===== src/rtl/pmem_pkg.sv =====
package pmem_pkg;

  typedef enum logic [1:0] {
    RGN_LOCKABLE = 2'b00,
    RGN_PLAIN    = 2'b01,
    RGN_CLRONLY  = 2'b10,
    RGN_VOID     = 2'b11
  } rgn_e;

  typedef enum logic [1:0] {
    PH_IDLE = 2'd0,
    PH_ADDR = 2'd1,
    PH_DATA = 2'd2,
    PH_HOLD = 2'd3
  } phase_e;

  // region code sits in the two bits just above the byte offset
  function automatic rgn_e region_of(input logic [7:0] a, input int unsigned ofs_w);
    logic [7:0] sh;
    sh = a >> ofs_w;
    return rgn_e'(sh[1:0]);
  endfunction

  // value a region keeps after a write of nw over old
  function automatic logic [7:0] merge_byte(input rgn_e r, input logic [7:0] old,
                                            input logic [7:0] nw);
    return (r == RGN_CLRONLY) ? (old & nw) : nw;
  endfunction

  function automatic int unsigned cycles_for(input int unsigned clk_hz,
                                             input int unsigned ms);
    return (clk_hz / 1000) * ms;
  endfunction

endpackage


===== src/rtl/pmem_addr_decode.sv =====
module pmem_addr_decode
  import pmem_pkg::*;
#(
  parameter int unsigned ADDR_W = 8,
  parameter int unsigned OFS_W  = 4
) (
  input  logic [ADDR_W-1:0] addr,
  output rgn_e              rgn,
  output logic [OFS_W-1:0]  ofs,
  output logic              valid
);
  always_comb begin
    rgn   = region_of(addr, OFS_W);
    ofs   = addr[OFS_W-1:0];
    valid = (rgn != RGN_VOID);
  end
endmodule


===== src/rtl/pmem_lock_flag.sv =====
module pmem_lock_flag (
  input  logic clk,
  input  logic rst_n,
  input  logic set_i,
  output logic locked_o
);
  // only power loss (rst_n) returns the flag to 0
  always_ff @(posedge clk or negedge rst_n) begin
    if (!rst_n)     locked_o <= 1'b0;
    else if (set_i) locked_o <= 1'b1;
  end
endmodule


===== src/rtl/pmem_write_timer.sv =====
module pmem_write_timer #(
  parameter int unsigned CYCLES = 10
) (
  input  logic clk,
  input  logic rst_n,
  input  logic start_i,
  output logic busy_o
);
  localparam int unsigned CNT_W = $clog2(CYCLES + 1);
  localparam logic [CNT_W-1:0] LOAD = CNT_W'(CYCLES);

  logic [CNT_W-1:0] remain;

  always_ff @(posedge clk or negedge rst_n) begin
    if (!rst_n)               remain <= '0;
    else if (start_i)         remain <= LOAD;
    else if (remain != '0)    remain <= remain - 1'b1;
  end

  assign busy_o = (remain != '0);
endmodule


===== src/rtl/pmem_store.sv =====
module pmem_store
  import pmem_pkg::*;
#(
  parameter int unsigned DATA_W       = 8,
  parameter int unsigned REGION_BYTES = 16,
  parameter int unsigned NUM_REGIONS  = 3
) (
  input  logic                            clk,
  input  logic                            rst_n,
  input  logic                            we,
  input  rgn_e                            wr_rgn,
  input  logic [$clog2(REGION_BYTES)-1:0] wr_ofs,
  input  logic [DATA_W-1:0]               wr_data,
  output logic [DATA_W-1:0]               wr_old,
  output logic [DATA_W-1:0]               wr_new,
  input  rgn_e                            rd_rgn,
  input  logic [$clog2(REGION_BYTES)-1:0] rd_ofs,
  output logic [DATA_W-1:0]               rd_data
);
  logic [NUM_REGIONS-1:0][DATA_W-1:0] rd_row;
  logic [NUM_REGIONS-1:0][DATA_W-1:0] old_row;

  for (genvar r = 0; r < NUM_REGIONS; r++) begin : g_rgn
    localparam logic [DATA_W-1:0] INIT = (r == int'(RGN_CLRONLY)) ? '1 : '0;
    logic [DATA_W-1:0] cells [REGION_BYTES];
    logic              hit;

    assign hit = we && (int'(wr_rgn) == r);

    always_ff @(posedge clk or negedge rst_n) begin
      if (!rst_n) begin
        for (int i = 0; i < REGION_BYTES; i++) cells[i] <= INIT;
      end else if (hit) begin
        cells[wr_ofs] <= wr_new;
      end
    end

    assign rd_row[r]  = cells[rd_ofs];
    assign old_row[r] = cells[wr_ofs];
  end

  always_comb begin
    wr_old = '0;
    for (int r = 0; r < NUM_REGIONS; r++)
      if (int'(wr_rgn) == r) wr_old = old_row[r];
    wr_new = merge_byte(wr_rgn, wr_old, wr_data);
  end

  always_comb begin
    rd_data = '0;
    for (int r = 0; r < NUM_REGIONS; r++)
      if (int'(rd_rgn) == r) rd_data = rd_row[r];
  end
endmodule


===== src/rtl/pmem_policy_ctrl.sv =====
module pmem_policy_ctrl
  import pmem_pkg::*;
#(
  parameter int unsigned CLK_HZ       = 50_000_000,
  parameter int unsigned WR_TIME_MS   = 5,
  parameter int unsigned REGION_BYTES = 16,
  parameter int unsigned NUM_REGIONS  = 3,
  parameter int unsigned DATA_W       = 8,
  parameter int unsigned ADDR_W       = 8
) (
  input  logic              clk,
  input  logic              rst_n,
  input  logic              sel_vld,
  input  logic              sel_prot,
  input  logic              sel_rd,
  input  logic              adr_vld,
  input  logic [ADDR_W-1:0] adr_byte,
  input  logic              dat_vld,
  input  logic [DATA_W-1:0] dat_byte,
  input  logic              stop,
  output logic              rsp_vld,
  output logic              rsp_ack,
  output logic              busy,
  output logic              locked,
  input  logic [ADDR_W-1:0] rd_addr,
  output logic              rd_valid,
  output logic [DATA_W-1:0] rd_data
);
  localparam int unsigned OFS_W     = $clog2(REGION_BYTES);
  localparam int unsigned WR_CYCLES = cycles_for(CLK_HZ, WR_TIME_MS);

  phase_e            phase, phase_n;
  rgn_e              p_rgn;
  logic [OFS_W-1:0]  p_ofs;
  logic [DATA_W-1:0] p_data;

  rgn_e              a_rgn, r_rgn;
  logic [OFS_W-1:0]  a_ofs, r_ofs;
  logic              a_ok;

  logic any_req, ack_n, set_lock, commit, take_adr, take_dat;
  logic lock_hit, void_hit, clr_commit;
  logic [DATA_W-1:0] wr_old, wr_new;

  pmem_addr_decode #(.ADDR_W(ADDR_W), .OFS_W(OFS_W)) u_adec (
    .addr(adr_byte), .rgn(a_rgn), .ofs(a_ofs), .valid(a_ok)
  );

  pmem_addr_decode #(.ADDR_W(ADDR_W), .OFS_W(OFS_W)) u_rdec (
    .addr(rd_addr), .rgn(r_rgn), .ofs(r_ofs), .valid(rd_valid)
  );

  pmem_lock_flag u_lock (
    .clk(clk), .rst_n(rst_n), .set_i(set_lock), .locked_o(locked)
  );

  pmem_write_timer #(.CYCLES(WR_CYCLES)) u_timer (
    .clk(clk), .rst_n(rst_n), .start_i(commit), .busy_o(busy)
  );

  pmem_store #(
    .DATA_W(DATA_W), .REGION_BYTES(REGION_BYTES), .NUM_REGIONS(NUM_REGIONS)
  ) u_store (
    .clk(clk), .rst_n(rst_n),
    .we(commit), .wr_rgn(p_rgn), .wr_ofs(p_ofs), .wr_data(p_data),
    .wr_old(wr_old), .wr_new(wr_new),
    .rd_rgn(r_rgn), .rd_ofs(r_ofs), .rd_data(rd_data)
  );

  assign any_req = sel_vld | adr_vld | dat_vld;

  // named events for the checker
  assign lock_hit   = !busy && !sel_vld && !adr_vld && dat_vld &&
                      (phase == PH_DATA) && (p_rgn == RGN_LOCKABLE) && locked;
  assign void_hit   = !busy && !sel_vld && adr_vld && (phase == PH_ADDR) && !a_ok;
  assign clr_commit = commit && (p_rgn == RGN_CLRONLY);

  always_comb begin
    phase_n  = phase;
    ack_n    = 1'b0;
    set_lock = 1'b0;
    commit   = 1'b0;
    take_adr = 1'b0;
    take_dat = 1'b0;
    if (busy) begin
      phase_n = PH_IDLE;
    end else if (sel_vld) begin
      ack_n = 1'b1;
      if (sel_prot && !sel_rd) begin
        set_lock = 1'b1;
        phase_n  = PH_IDLE;
      end else if (!sel_prot && !sel_rd) begin
        phase_n = PH_ADDR;
      end else begin
        phase_n = PH_IDLE;
      end
    end else if (adr_vld) begin
      if (phase == PH_ADDR && a_ok) begin
        ack_n    = 1'b1;
        take_adr = 1'b1;
        phase_n  = PH_DATA;
      end else begin
        phase_n = PH_IDLE;
      end
    end else if (dat_vld) begin
      if (phase == PH_DATA && !(p_rgn == RGN_LOCKABLE && locked)) begin
        ack_n    = 1'b1;
        take_dat = 1'b1;
        phase_n  = PH_HOLD;
      end else begin
        phase_n = PH_IDLE;
      end
    end else if (stop) begin
      commit  = (phase == PH_HOLD);
      phase_n = PH_IDLE;
    end
  end

  always_ff @(posedge clk or negedge rst_n) begin
    if (!rst_n) begin
      phase   <= PH_IDLE;
      rsp_vld <= 1'b0;
      rsp_ack <= 1'b0;
      p_rgn   <= RGN_LOCKABLE;
      p_ofs   <= '0;
      p_data  <= '0;
    end else begin
      phase   <= phase_n;
      rsp_vld <= any_req;
      rsp_ack <= ack_n;
      if (take_adr) begin
        p_rgn <= a_rgn;
        p_ofs <= a_ofs;
      end
      if (take_dat) p_data <= dat_byte;
    end
  end
endmodule


===== config.mk =====
export PLATFORM = sky130hd
export DESIGN_NAME = pmem_policy_ctrl
export DESIGN_NICKNAME = d
export VERILOG_FILES = /design/src/rtl/pmem_pkg.sv /design/src/rtl/pmem_addr_decode.sv /design/src/rtl/pmem_lock_flag.sv /design/src/rtl/pmem_write_timer.sv /design/src/rtl/pmem_store.sv /design/src/rtl/pmem_policy_ctrl.sv
export SDC_FILE = /design/constraint.sdc
export NUM_CORES = 1
export LEC_CHECK = 0
export BUFFER_PORTS_ARGS = -buffer_cell sky130_fd_sc_hd__buf_2
export CORE_MARGIN = 5
export CORE_UTILIZATION = 66
export DETAILED_ROUTE_END_ITERATION = 10
export GPL_ROUTABILITY_DRIVEN = 1
export PLACE_DENSITY = 0.94
export SLEW_MARGIN = 25
export SYNTH_ARGS = -nofsm -noshare
export SYNTH_HDL_FRONTEND = slang
export SYNTH_SLANG_ARGS = --single-unit

===== constraint.sdc =====
create_clock -name clk -period 5.2 [get_ports clk]
set_input_delay 0.26 -clock clk [delete_from_list [all_inputs] [get_ports clk]]
set_output_delay 0.26 -clock clk [all_outputs]
set_load 0.02 [all_outputs]

==> results.md <==
- Hold Path Depth: 2
- Crit Path Max Fanout: 38
- Worst slew pin tran: 1058 ps
- Skew final: 27.74 ps
- Power Internal: 5242 µW
- Warnings, synthesis: 0
- Ports: 45
- Die area: 34360 µm²
- Max stage delay on crit path: 1050 ps
- Core Region: 30510 µm²
- Synth top area cells: dfrtp_1 (36%), dfstp_2 (17%), mux4_2 (13%), o21ai_0 (8.7%), nand2_1 (7.4%)
- Cell Area, Synth: 20300 µm²
- Buffer and inverter count on the worst path: 2
- F_max: 265.2 MHz
- Seq/Total Area, Yosys: 0.5270
- Place WS: 1591 ps
- Commonest non-fill, non-tap cell in the layout: nand2_1
- Clock Path Buffers: 3
- Synth area leader: dfrtp_1
- Gate power share: 0.030
- Crit end category: flop
- Worst setup margin: 1430 ps
- Initial Util: 0.6652
- Setup CP Type: flop to flop
- Pwr/cell area: 300.2 nW/µm²
- Asr flop ratio synth: 1.000
- Antenna violations before repair: 2
- GRT Resource Usage Total: 0.3289
- Crit path DAT: 4220 ps
- Via count of the first global-routing pass: 15880
- Final max-slew violation count: 0
- Post-synthesis cell type count: 63
- Critical R2R Capture: u_store.g_rgn[2].cells[15]
- Fin crit share: 0.7251
- Die Ht: 185.4 µm
- Cells after Synth: 1789
- Hold Crit Start: sel_vld
- CTS tree: yes
- Pwr Total: 6707 µW
- Hold Path End: u_lock.locked_o
- Status: finished, final reports clean
- Max-cap violation count: 0
- RSZ-0062 raised after global routing: false
- Commonest non-fill, non-tap cells in the layout: nand2_1 (399), o21ai_0 (351), dfrtp_1 (292), dfstp_2 (128), mux4_2 (117)
- # DRC: 0
- Sw Ratio: 0.2185
- Clk network pwr share: 0.481
- Top delay family on crit path: compound AO/OA/AOI/OAI gates
- Max VDD drop: 0.2867 mV
- Post-Route Setup TNS: 0 ps
- CTS buffer count: 43
- DR vias: 15650
- Pin count of the biggest net entering global routing: 152
- Synth Register Bits: 421
- CTS H-Tree Depth: 2
- Global-route wire length before repair: 87980 µm
- Net Count, Synth: 1823
- WL final: 55540 µm
- Reg-to-reg startpoint: p_ofs[1]
- Worst path slowest cell: dfrtp_2
- Most Frequent Cell on Critical Path: buf_4
- Vias per cell: 7.138
- Dpl cells: 2093
- Hpwl dp: 33270 µm
- Total grt overflow: 0
- Number of setup violations in the final report: 0
- Slew HR: 0.2933
- R2r worst-path depth: 7
- Clock transition at path regs: 60 ps
- Util after Layout: 0.7324
- Reg2Reg Setup Slack: 1430 ps
- Clk Latency, worst-skew pair: 570 ps
- Pleak: 0.009146 µW
- DRT iter0 DRCs: 1961
- Required @ worst endpoint: 5650 ps
- Layout cells sized above 1: 0.2639
- Sequential Power Share: 0.489
- Post-Syn Area per Cell: 11.34 µm²
- Port bufs: 40
- Router iterations before antenna repair: 8
- Final nets: 1795
- Post-synth EDFFs: 0
- Hold WC Path Type: input port to flop
- GPL Wtd Cong: 0.9003
- CP Cell Sequence: buf_4 > mux2_2 > o22ai_1 > a221oi_1 > o221ai_4 > buf_4 > o21ai_0
- Fin. Hold Viols: 0
- Finished Layout Cells: 2192
- Inserted Diodes: 0
- WL/cell: 25.34 µm
- Final Critical Period: 3770 ps
- Clk root buf: clkbuf_16
- Area grow syn2layout: 10.09%
- Switch Pwr: 1466 µW
- Top FF cell, synth: dfrtp_1
- Worst setup SP type: flop
- Final ANT Viol Nets: 0
- Die W: 185.4 µm
- # rows: 64
- CTS sink cnt: 421
- Synth top area share: 0.3613
per-stage QoR:
step	area, µm²	hold WS [ps]
after floorplan	20300	-35.59
after global placement	20530	417.1
after detailed placement	20630	436.0
after CTS	22290	19.43
after global routing	22340	32.93
final	22340	35.06
kinds of logic after synthesis:
group | synth area share
AND/OR/NAND/NOR | 0.1269
AO/OA/AOI/OAI | 0.1248
buffers and inverters | 0.03921
multiplexers | 0.1766
adder cells (fa/ha/maj) | 0.001233
XOR/XNOR | 0.004315
flip-flops | 0.5270
layout make-up:
| type | count | area, µm² |
|---|---|---|
| inverter | 8 | 30.03 |
| sequential | 421 | 10700 |
| clock buffer | 65 | 1310 |
| tap | 396 | 495.5 |
| fill | 1742 | 8165 |
| multi-input combinational | 1207 | 8932 |
| timing repair buffer | 80 | 706.9 |
| clock inverter | 15 | 172.7 |
timing repair:
item / in CTS / in global routing
gates resized for setup: 0 / 0
hold endpoints to repair: 102 / 0
hold buffers: 17 / 0
buffers inserted: 0 / 0
routing by layer:
metal	vias up	track usage	share of wire
met5	-	0	0.00061
li1	6394	-	-
met2	1138	0.5273	0.48
met3	309	0.08661	0.11
met4	4	0.1494	0.053
met1	7802	0.4266	0.36
worst reg2reg max path, delay by kind of cell (launching register included):
kind	cells	cell delay, ps
DFF	1	1050
buffers and inverters	2	990
AOI/OAI and AO/OA	4	1230
muxes	1	400
worst max path at each step:
stage / startpoint / endpoint / cells after the start
floorplan: rd_addr[0] / rd_data[2] / 7
global placement: u_timer.remain[0] / u_store.g_rgn[2].cells[40] / 6
detailed placement: u_timer.remain[0] / u_store.g_rgn[2].cells[50] / 6
CTS: u_timer.remain[0] / u_store.g_rgn[2].cells[110] / 6
global route: p_ofs[1] / u_store.g_rgn[2].cells[55] / 7
finish: p_ofs[1] / u_store.g_rgn[2].cells[15] / 7
synthesized netlist by cell type (7+ instances only):
master	count
dfstp_2	128
buf_4	17
nor3_1	7
o21ai_1	24
a21oi_1	13
dfrtp_1	293
o21ai_0	351
a211o_1	8
nand4_1	29
nand3_1	7
mux2_2	37
nor2_1	23
clkbuf_1	74
nand2_1	399
nand4_4	18
o22ai_1	22
inv_1	7
a221oi_1	8
buf_2	44
mux2i_1	52
mux4_2	117
o21ai_2	13
power by group through the flow:
stage	sequential, µW	combinational [µW]	clock (µW)
after global placement	3340	185	0
after global routing	3280	222	3370
final	3280	202	3220
after detailed placement	3340	190	0
after CTS	3280	201	3220
after floorplan	3340	86.6	0
registers in the layout, summed over array words and instances, names as in the netlist:
register	flops
u_store.g_rgn.cells	384
u_timer.remain	18
p_data	8
p_ofs	4
p_rgn	2
phase	2
rsp_ack	1
rsp_vld	1
u_lock.locked_o	1
No activity file was read; power rests on OpenSTA's default activity.
